File: config.mk
export PLATFORM = sky130hd
export DESIGN_NAME = host_slave_decoder
export DESIGN_NICKNAME = d
export VERILOG_FILES = /design/src/rtl/hsd_pkg.sv /design/src/rtl/hsd_match.sv /design/src/rtl/hsd_window.sv /design/src/rtl/hsd_lane.sv /design/src/rtl/host_slave_decoder.sv
export SDC_FILE = /design/constraint.sdc
export NUM_CORES = 1
export LEC_CHECK = 0
export ABC_CLOCK_PERIOD_IN_PS = 2000
export BUFFER_PORTS_ARGS = -buffer_cell sky130_fd_sc_hd__buf_2
export CAP_MARGIN = 25
export CORE_UTILIZATION = 46
export DETAILED_ROUTE_END_ITERATION = 10
export GPL_TIMING_DRIVEN = 0
export PLACE_DENSITY = 0.83
export SKIP_LAST_GASP = 1
export SLEW_MARGIN = 5
export SYNTH_ARGS = -nofsm -noshare
export SYNTH_HDL_FRONTEND = slang
export SYNTH_HIERARCHICAL = 1
export SYNTH_SLANG_ARGS = --single-unit
File: constraint.sdc
create_clock -name clk -period 2 [get_ports clk]
set_clock_uncertainty 0.15 [all_clocks]
set_input_delay 0.1 -clock clk [delete_from_list [all_inputs] [get_ports clk]]
set_output_delay 0.1 -clock clk [all_outputs]
set_load 0.01 [all_outputs]
File: src/rtl/hsd_pkg.sv
package hsd_pkg;
  localparam int NBYTES = 8;
  localparam int DW     = NBYTES * 8;

  typedef enum logic [1:0] {
    ORD_BIG    = 2'd0,
    ORD_LITTLE = 2'd1,
    ORD_MUNGED = 2'd2,
    ORD_SPARE  = 2'd3
  } order_e;

  // true when the enables form one naturally aligned power-of-two group
  function automatic logic be_aligned(input logic [NBYTES-1:0] be);
    logic ok;
    logic [NBYTES-1:0] m;
    ok = 1'b0;
    for (int sz = 1; sz <= NBYTES; sz = sz * 2) begin
      for (int p = 0; p < NBYTES; p = p + sz) begin
        m = '0;
        for (int k = 0; k < sz; k++) m[p+k] = 1'b1;
        if (be == m) ok = 1'b1;
      end
    end
    return ok;
  endfunction

  function automatic logic [DW-1:0] rev_bytes(input logic [DW-1:0] d);
    logic [DW-1:0] r;
    for (int i = 0; i < NBYTES; i++) r[8*i +: 8] = d[8*(NBYTES-1-i) +: 8];
    return r;
  endfunction

  function automatic logic [NBYTES-1:0] rev_bits(input logic [NBYTES-1:0] b);
    logic [NBYTES-1:0] r;
    for (int i = 0; i < NBYTES; i++) r[i] = b[NBYTES-1-i];
    return r;
  endfunction
endpackage

File: src/rtl/hsd_match.sv
module hsd_match #(
  parameter int ID_W = 3
) (
  input  logic            sel,
  input  logic            wr,
  input  logic [ID_W-1:0] id,
  input  logic [ID_W-1:0] strap,
  input  logic [7:0]      be,
  output logic            own_hit,
  output logic            bcast_hit,
  output logic            accept
);
  import hsd_pkg::*;
  localparam logic [ID_W-1:0] BCAST = '1;

  logic be_ok;

  assign own_hit   = sel && (id == strap);
  assign bcast_hit = sel && wr && (id == BCAST);
  assign be_ok     = be_aligned(be);
  assign accept    = (own_hit || bcast_hit) && (!wr || be_ok);
endmodule

File: src/rtl/hsd_window.sv
module hsd_window #(
  parameter int OFF_W = 18,
  parameter int WIN_W = 6
) (
  input  logic                   clk,
  input  logic                   rst_n,
  input  logic                   load,
  input  logic [WIN_W-1:0]       load_val,
  input  logic                   win_mode,
  input  logic [OFF_W-1:0]       offset,
  output logic [WIN_W+OFF_W-1:0] addr
);
  logic [WIN_W-1:0] base_q;

  always_ff @(posedge clk) begin
    if (!rst_n)    base_q <= '0;
    else if (load) base_q <= load_val;
  end

  assign addr = win_mode ? {base_q, offset} : {{WIN_W{1'b0}}, offset};

  p_base_loads_r8: assert property (@(posedge clk) disable iff (!rst_n)
    load |=> base_q == $past(load_val));
  p_base_holds_r8: assert property (@(posedge clk) disable iff (!rst_n)
    !load |=> $stable(base_q));
endmodule

File: src/rtl/hsd_lane.sv
module hsd_lane (
  input  logic [1:0]  order,
  input  logic [63:0] din,
  input  logic [7:0]  be_in,
  output logic [63:0] dout,
  output logic [7:0]  be_out
);
  import hsd_pkg::*;
  localparam int HALF = DW / 2;
  localparam int HB   = NBYTES / 2;

  always_comb begin
    unique case (order_e'(order))
      ORD_LITTLE: begin
        dout   = rev_bytes(din);
        be_out = rev_bits(be_in);
      end
      ORD_MUNGED: begin
        dout   = {din[HALF-1:0], din[DW-1:HALF]};
        be_out = {be_in[HB-1:0], be_in[NBYTES-1:HB]};
      end
      default: begin
        dout   = din;
        be_out = be_in;
      end
    endcase
  end
endmodule

File: src/rtl/host_slave_decoder.sv
module host_slave_decoder #(
  parameter int HOST_AW = 21,
  parameter int ID_W    = 3,
  parameter int WIN_W   = 6
) (
  input  logic                               clk,
  input  logic                               rst_n,
  input  logic                               host_sel,
  input  logic                               host_wr,
  input  logic [HOST_AW-1:0]                 host_addr,
  input  logic [7:0]                         host_be,
  input  logic [63:0]                        host_wdata,
  input  logic [ID_W-1:0]                    strap_id,
  input  logic                               win_mode,
  input  logic [1:0]                         byte_order,
  output logic                               int_valid,
  output logic                               int_write,
  output logic [WIN_W+HOST_AW-ID_W-1:0]      int_addr,
  output logic [7:0]                         int_be,
  output logic [63:0]                        int_wdata,
  output logic                               host_ready
);
  localparam int OFF_W = HOST_AW - ID_W;
  localparam int IA_W  = WIN_W + OFF_W;
  localparam logic [OFF_W-1:0] WIN_SLOT = '1;
  localparam logic [ID_W-1:0]  BCAST    = '1;

  logic [ID_W-1:0]  acc_id;
  logic [OFF_W-1:0] acc_off;
  logic             own_hit, bcast_hit, accept, win_load;
  logic [IA_W-1:0]  mapped_addr;
  logic [63:0]      lane_data;
  logic [7:0]       lane_be;

  assign acc_id  = host_addr[HOST_AW-1:OFF_W];
  assign acc_off = host_addr[OFF_W-1:0];

  hsd_match #(.ID_W(ID_W)) u_match (
    .sel(host_sel), .wr(host_wr), .id(acc_id), .strap(strap_id), .be(host_be),
    .own_hit(own_hit), .bcast_hit(bcast_hit), .accept(accept)
  );

  assign win_load = accept && host_wr && (acc_off == WIN_SLOT);

  hsd_window #(.OFF_W(OFF_W), .WIN_W(WIN_W)) u_win (
    .clk(clk), .rst_n(rst_n), .load(win_load), .load_val(host_wdata[WIN_W-1:0]),
    .win_mode(win_mode), .offset(acc_off), .addr(mapped_addr)
  );

  hsd_lane u_lane (
    .order(byte_order), .din(host_wdata), .be_in(host_be),
    .dout(lane_data), .be_out(lane_be)
  );

  always_ff @(posedge clk) begin
    if (!rst_n) begin
      host_ready <= 1'b0;
      int_valid  <= 1'b0;
      int_write  <= 1'b0;
      int_addr   <= '0;
      int_be     <= '0;
      int_wdata  <= '0;
    end else begin
      host_ready <= accept;
      int_valid  <= accept && !win_load;
      if (accept) begin
        int_write <= host_wr;
        int_addr  <= mapped_addr;
        int_be    <= lane_be;
        int_wdata <= lane_data;
      end
    end
  end

  p_accept_ready_r2: assert property (@(posedge clk) disable iff (!rst_n)
    (host_sel && acc_id == strap_id && !host_wr) |=> (host_ready && int_valid && !int_write));
  p_foreign_quiet_r3: assert property (@(posedge clk) disable iff (!rst_n)
    (host_sel && acc_id != strap_id && acc_id != BCAST) |=> !host_ready);
  p_bcast_write_r4: assert property (@(posedge clk) disable iff (!rst_n)
    (bcast_hit && accept) |=> host_ready);
  p_bcast_read_quiet_r5: assert property (@(posedge clk) disable iff (!rst_n)
    (host_sel && !host_wr && acc_id == BCAST && strap_id != BCAST) |=> !host_ready);
  p_valid_has_ready_r2: assert property (@(posedge clk) disable iff (!rst_n)
    int_valid |-> host_ready);
  p_be_group_r9: assert property (@(posedge clk) disable iff (!rst_n)
    (int_valid && int_write) |-> ($countones(int_be) == 1 || $countones(int_be) == 2 ||
                                  $countones(int_be) == 4 || $countones(int_be) == 8));
  p_slot_no_strobe_r8: assert property (@(posedge clk) disable iff (!rst_n)
    win_load |=> (host_ready && !int_valid));
endmodule

==> results.json <==
{
  "async_flop_share_pct": 0,
  "ir_worst_vdd_v": 0.000622,
  "synth.distinct_cells": 31,
  "clock_path_buffers": 2,
  "layout_commonest_cell": "buf_2",
  "hp-class": "input pin to register",
  "finalWirelength_um": 18700,
  "finalHoldViolCount": 0,
  "cts_sinks": 105,
  "yosysWarnings": 6,
  "cpMaxStageDelayCell": "o32a_1",
  "globalplace.congestion": 0.968,
  "setup-tns-final_ns": 0,
  "r2r-start": "u_win/base_q[0]$_SDFFE_PN0P_",
  "tightest_slew_ns": 0.460,
  "hpwl_um": 13800,
  "power_frac_comb_pct": 20.2,
  "utilization_pct": 63.1,
  "grt_overflow": 0,
  "critPathCaptureType": "register",
  "mostFrequentLayoutCells": "buf_2 (211), dfxtp_1 (105), mux2i_1 (104), nor2b_1 (101), nand2_1 (78)",
  "cts_tree": "built",
  "power.internal_mw": 3.71,
  "num_vias": 5733,
  "fill_cells": 1090,
  "antenna_found_initial": 2,
  "wl_per_cell_um": 17.6,
  "r2r_slack_ns": 1.06,
  "initial_core_util_pct": 47.8,
  "viasPerCell": 5.41,
  "synth_seq_area_share_pct": 36.0,
  "r2r-end": "int_addr[18]$_SDFFE_PN0P_",
  "period_minus_slack_ns": 1.87,
  "grt_max_degree": 19,
  "io_buffers": 201,
  "max_freq_mhz": 534,
  "first_pass_iters": 6,
  "die_w_um": 115,
  "hold_start": "host_wr",
  "post-place-ws_ns": -0.434,
  "grt_pass1_wl_um": 28400,
  "synthFlopType": "dfxtp_1",
  "grt_pass1_vias": 5397,
  "path_buf_inv": 4,
  "crit_type": "input pin to register",
  "core_mm2": 0.0122,
  "nNetsFinal": 991,
  "pwr-share-seq_pct": 41.8,
  "max_stage_delay_ns": 0.24,
  "cts-root-buf": "clkbuf_16",
  "slew_violations": 0,
  "drcViolationCount": 0,
  "critPathLaunchType": "input pin",
  "crit_family": "simple AND/OR/NAND/NOR gates",
  "area_growth_pct": 31.9,
  "worstRegToRegCells": 3,
  "drtIter0Drc": 696,
  "die_y_um": 115,
  "power_density_mw_per_mm2": 669,
  "total_power_mw": 5.15,
  "clockPowerShare_pct": 38.0,
  "switching_share_pct": 28.0,
  "setup_violations": 0,
  "grt_usage_pct": 28.6,
  "synth_cells": 645,
  "max-slew-margin-rel_pct": 69.3,
  "clk_pin_slew_ns": 0.07,
  "cts_htree_levels": 3,
  "layout-drive-gt1-share_pct": 32.5,
  "insertion_delay_ns": 0.36,
  "path_cells": "buf_2 -> and3_4 -> o21ai_2 -> a31oi_1 -> o32a_1 -> buf_12 -> buf_8 -> nand4_4 -> nor2_2 -> and2_1 -> buf_6 -> mux2i_1 -> nor2b_1",
  "fin_ws_ns": 0.127,
  "cp.required_ns": 2.10,
  "hold_end": "int_valid$_SDFF_PN0_",
  "cts_buffers": 9,
  "synthesis.nets": 750,
  "io_pins": 202,
  "post-route-period-util_pct": 93.6,
  "rsz0062_at_grt": "no",
  "die-area_mm2": 0.0132,
  "whs_ns": 0.0150,
  "core.rowCount": 40,
  "power.leakage_nw": 3.21,
  "hold_depth": 4,
  "outcome": "complete, no violations",
  "syn_area_per_cell_um2": 9.06,
  "netlist_area_mm2": 0.00584,
  "switching_power_mw": 1.44,
  "arrival_ns": 1.97,
  "crit_fanout": 10,
  "synth_edf_count": 0,
  "antenna_left": 0,
  "maxCapViolations": 0,
  "ys_seq_elements": 105
}
## metrics by stage
stage / std cells / area, um2
final: 1060 / 7700
after global placement: 1014 / 7080
after floorplan: 645 / 5870
after CTS: 1056 / 7670
after global routing: 1060 / 7700
after detailed placement: 1014 / 7080
## logic make-up (layout without fill, tap and decap cells)
logic type      Yosys count  after routing  synth area share [%]
compound gates          151            151                  16.3
xor+xnor                  3              3                 0.450
fa+ha+maj                 2              2                 0.428
buf+inv                  74            320                  10.3
flops                   105            105                  36.0
mux                     104            104                  17.8
other cells               0              1                     0
simple gates            206            206                  18.8
## state kept, by name, summed over array words and instances, names as in the netlist
| register | count |
|---|---|
| int_addr | 24 |
| int_valid | 1 |
| int_be | 8 |
| int_write | 1 |
| int_wdata | 64 |
| u_win/base_q | 6 |
| host_ready | 1 |
## metal layers
metal  up-vias  GRT usage (%)  routed length [um]  share of wire (%)
met2       358           44.6                8330                 45
li1       2723              -                   -                  -
met3        61           5.82                1770                9.5
met1      2591           37.7                7880                 42
met5         -              0                   0                  0
met4         0           13.6                 689                3.7
## worst max path at each step
stage	start	to	cells after the start
3_3_place_gp	host_be[2]	u_win/base_q[5]$_SDFFE_PN0P_	14
5_1_grt	host_be[3]	u_win/base_q[0]$_SDFFE_PN0P_	13
2_1_floorplan	host_be[7]	u_win/base_q[0]$_SDFFE_PN0P_	13
6_report	host_be[3]	u_win/base_q[1]$_SDFFE_PN0P_	13
4_1_cts	host_be[3]	u_win/base_q[0]$_SDFFE_PN0P_	13
3_5_place_dp	host_be[2]	u_win/base_q[0]$_SDFFE_PN0P_	14
## worst min-delay path: stages
cell and delay [ns]:
buf_2 0.14, nand4_4 0.08, nor2_2 0.04, a21boi_2 0.12
## cells in the mapped netlist (2+ instances only)
cell	count	area share (%)
dfxtp_1	105	36
mux2i_1	104	18
nor2b_1	101	11
nand2_1	78	5.0
a22oi_1	72	9.3
o21ai_1	72	6.2
buf_4	25	3.2
buf_6	25	4.8
buf_2	10	0.86
clkbuf_1	10	0.64
and2_1	8	0.86
nand4_1	5	0.54
nor2_1	5	0.32
and2b_1	2	0.26
and3_4	2	0.39
ha_1	2	0.43
inv_1	2	0.13
nor3_1	2	0.17
o21ai_0	2	0.17
xor2_1	2	0.30
## power groups by stage
stage / combinational, mW / clock [mW] / sequential [mW]
floorplan: 0.575 / 0 / 2.22
global placement: 0.953 / 0 / 2.20
detailed placement: 0.966 / 0 / 2.20
CTS: 1.01 / 1.98 / 2.15
global route: 1.11 / 2.06 / 2.16
finish: 1.04 / 1.96 / 2.15
## what timing repair did
action,in CTS,in global routing
hold buffers,27,0
setup buffers,0,3
pin swaps,0,2
setup endpoints to repair,6,6
resized for setup,1,3
endpoints found under the hold margin,25,0
## cell type report
| cell class | instances | area (um2) | share of cell area (%) |
|---|---|---|---|
| Multi-Input combinational cell | 466 | 3160 | 41.0 |
| Sequential cell | 105 | 2100 | 27.3 |
| Clock inverter | 7 | 103 | 1.33 |
| Inverter | 2 | 7.51 | 0.0975 |
| Tap cell | 168 | 210 | 2.73 |
| Timing Repair Buffer | 231 | 1300 | 16.9 |
| Clock buffer | 9 | 225 | 2.92 |
| Buffer | 71 | 593 | 7.70 |
| Antenna cell | 1 | 2.50 | 0.0325 |
No activity file was read; power rests on OpenSTA's default activity.
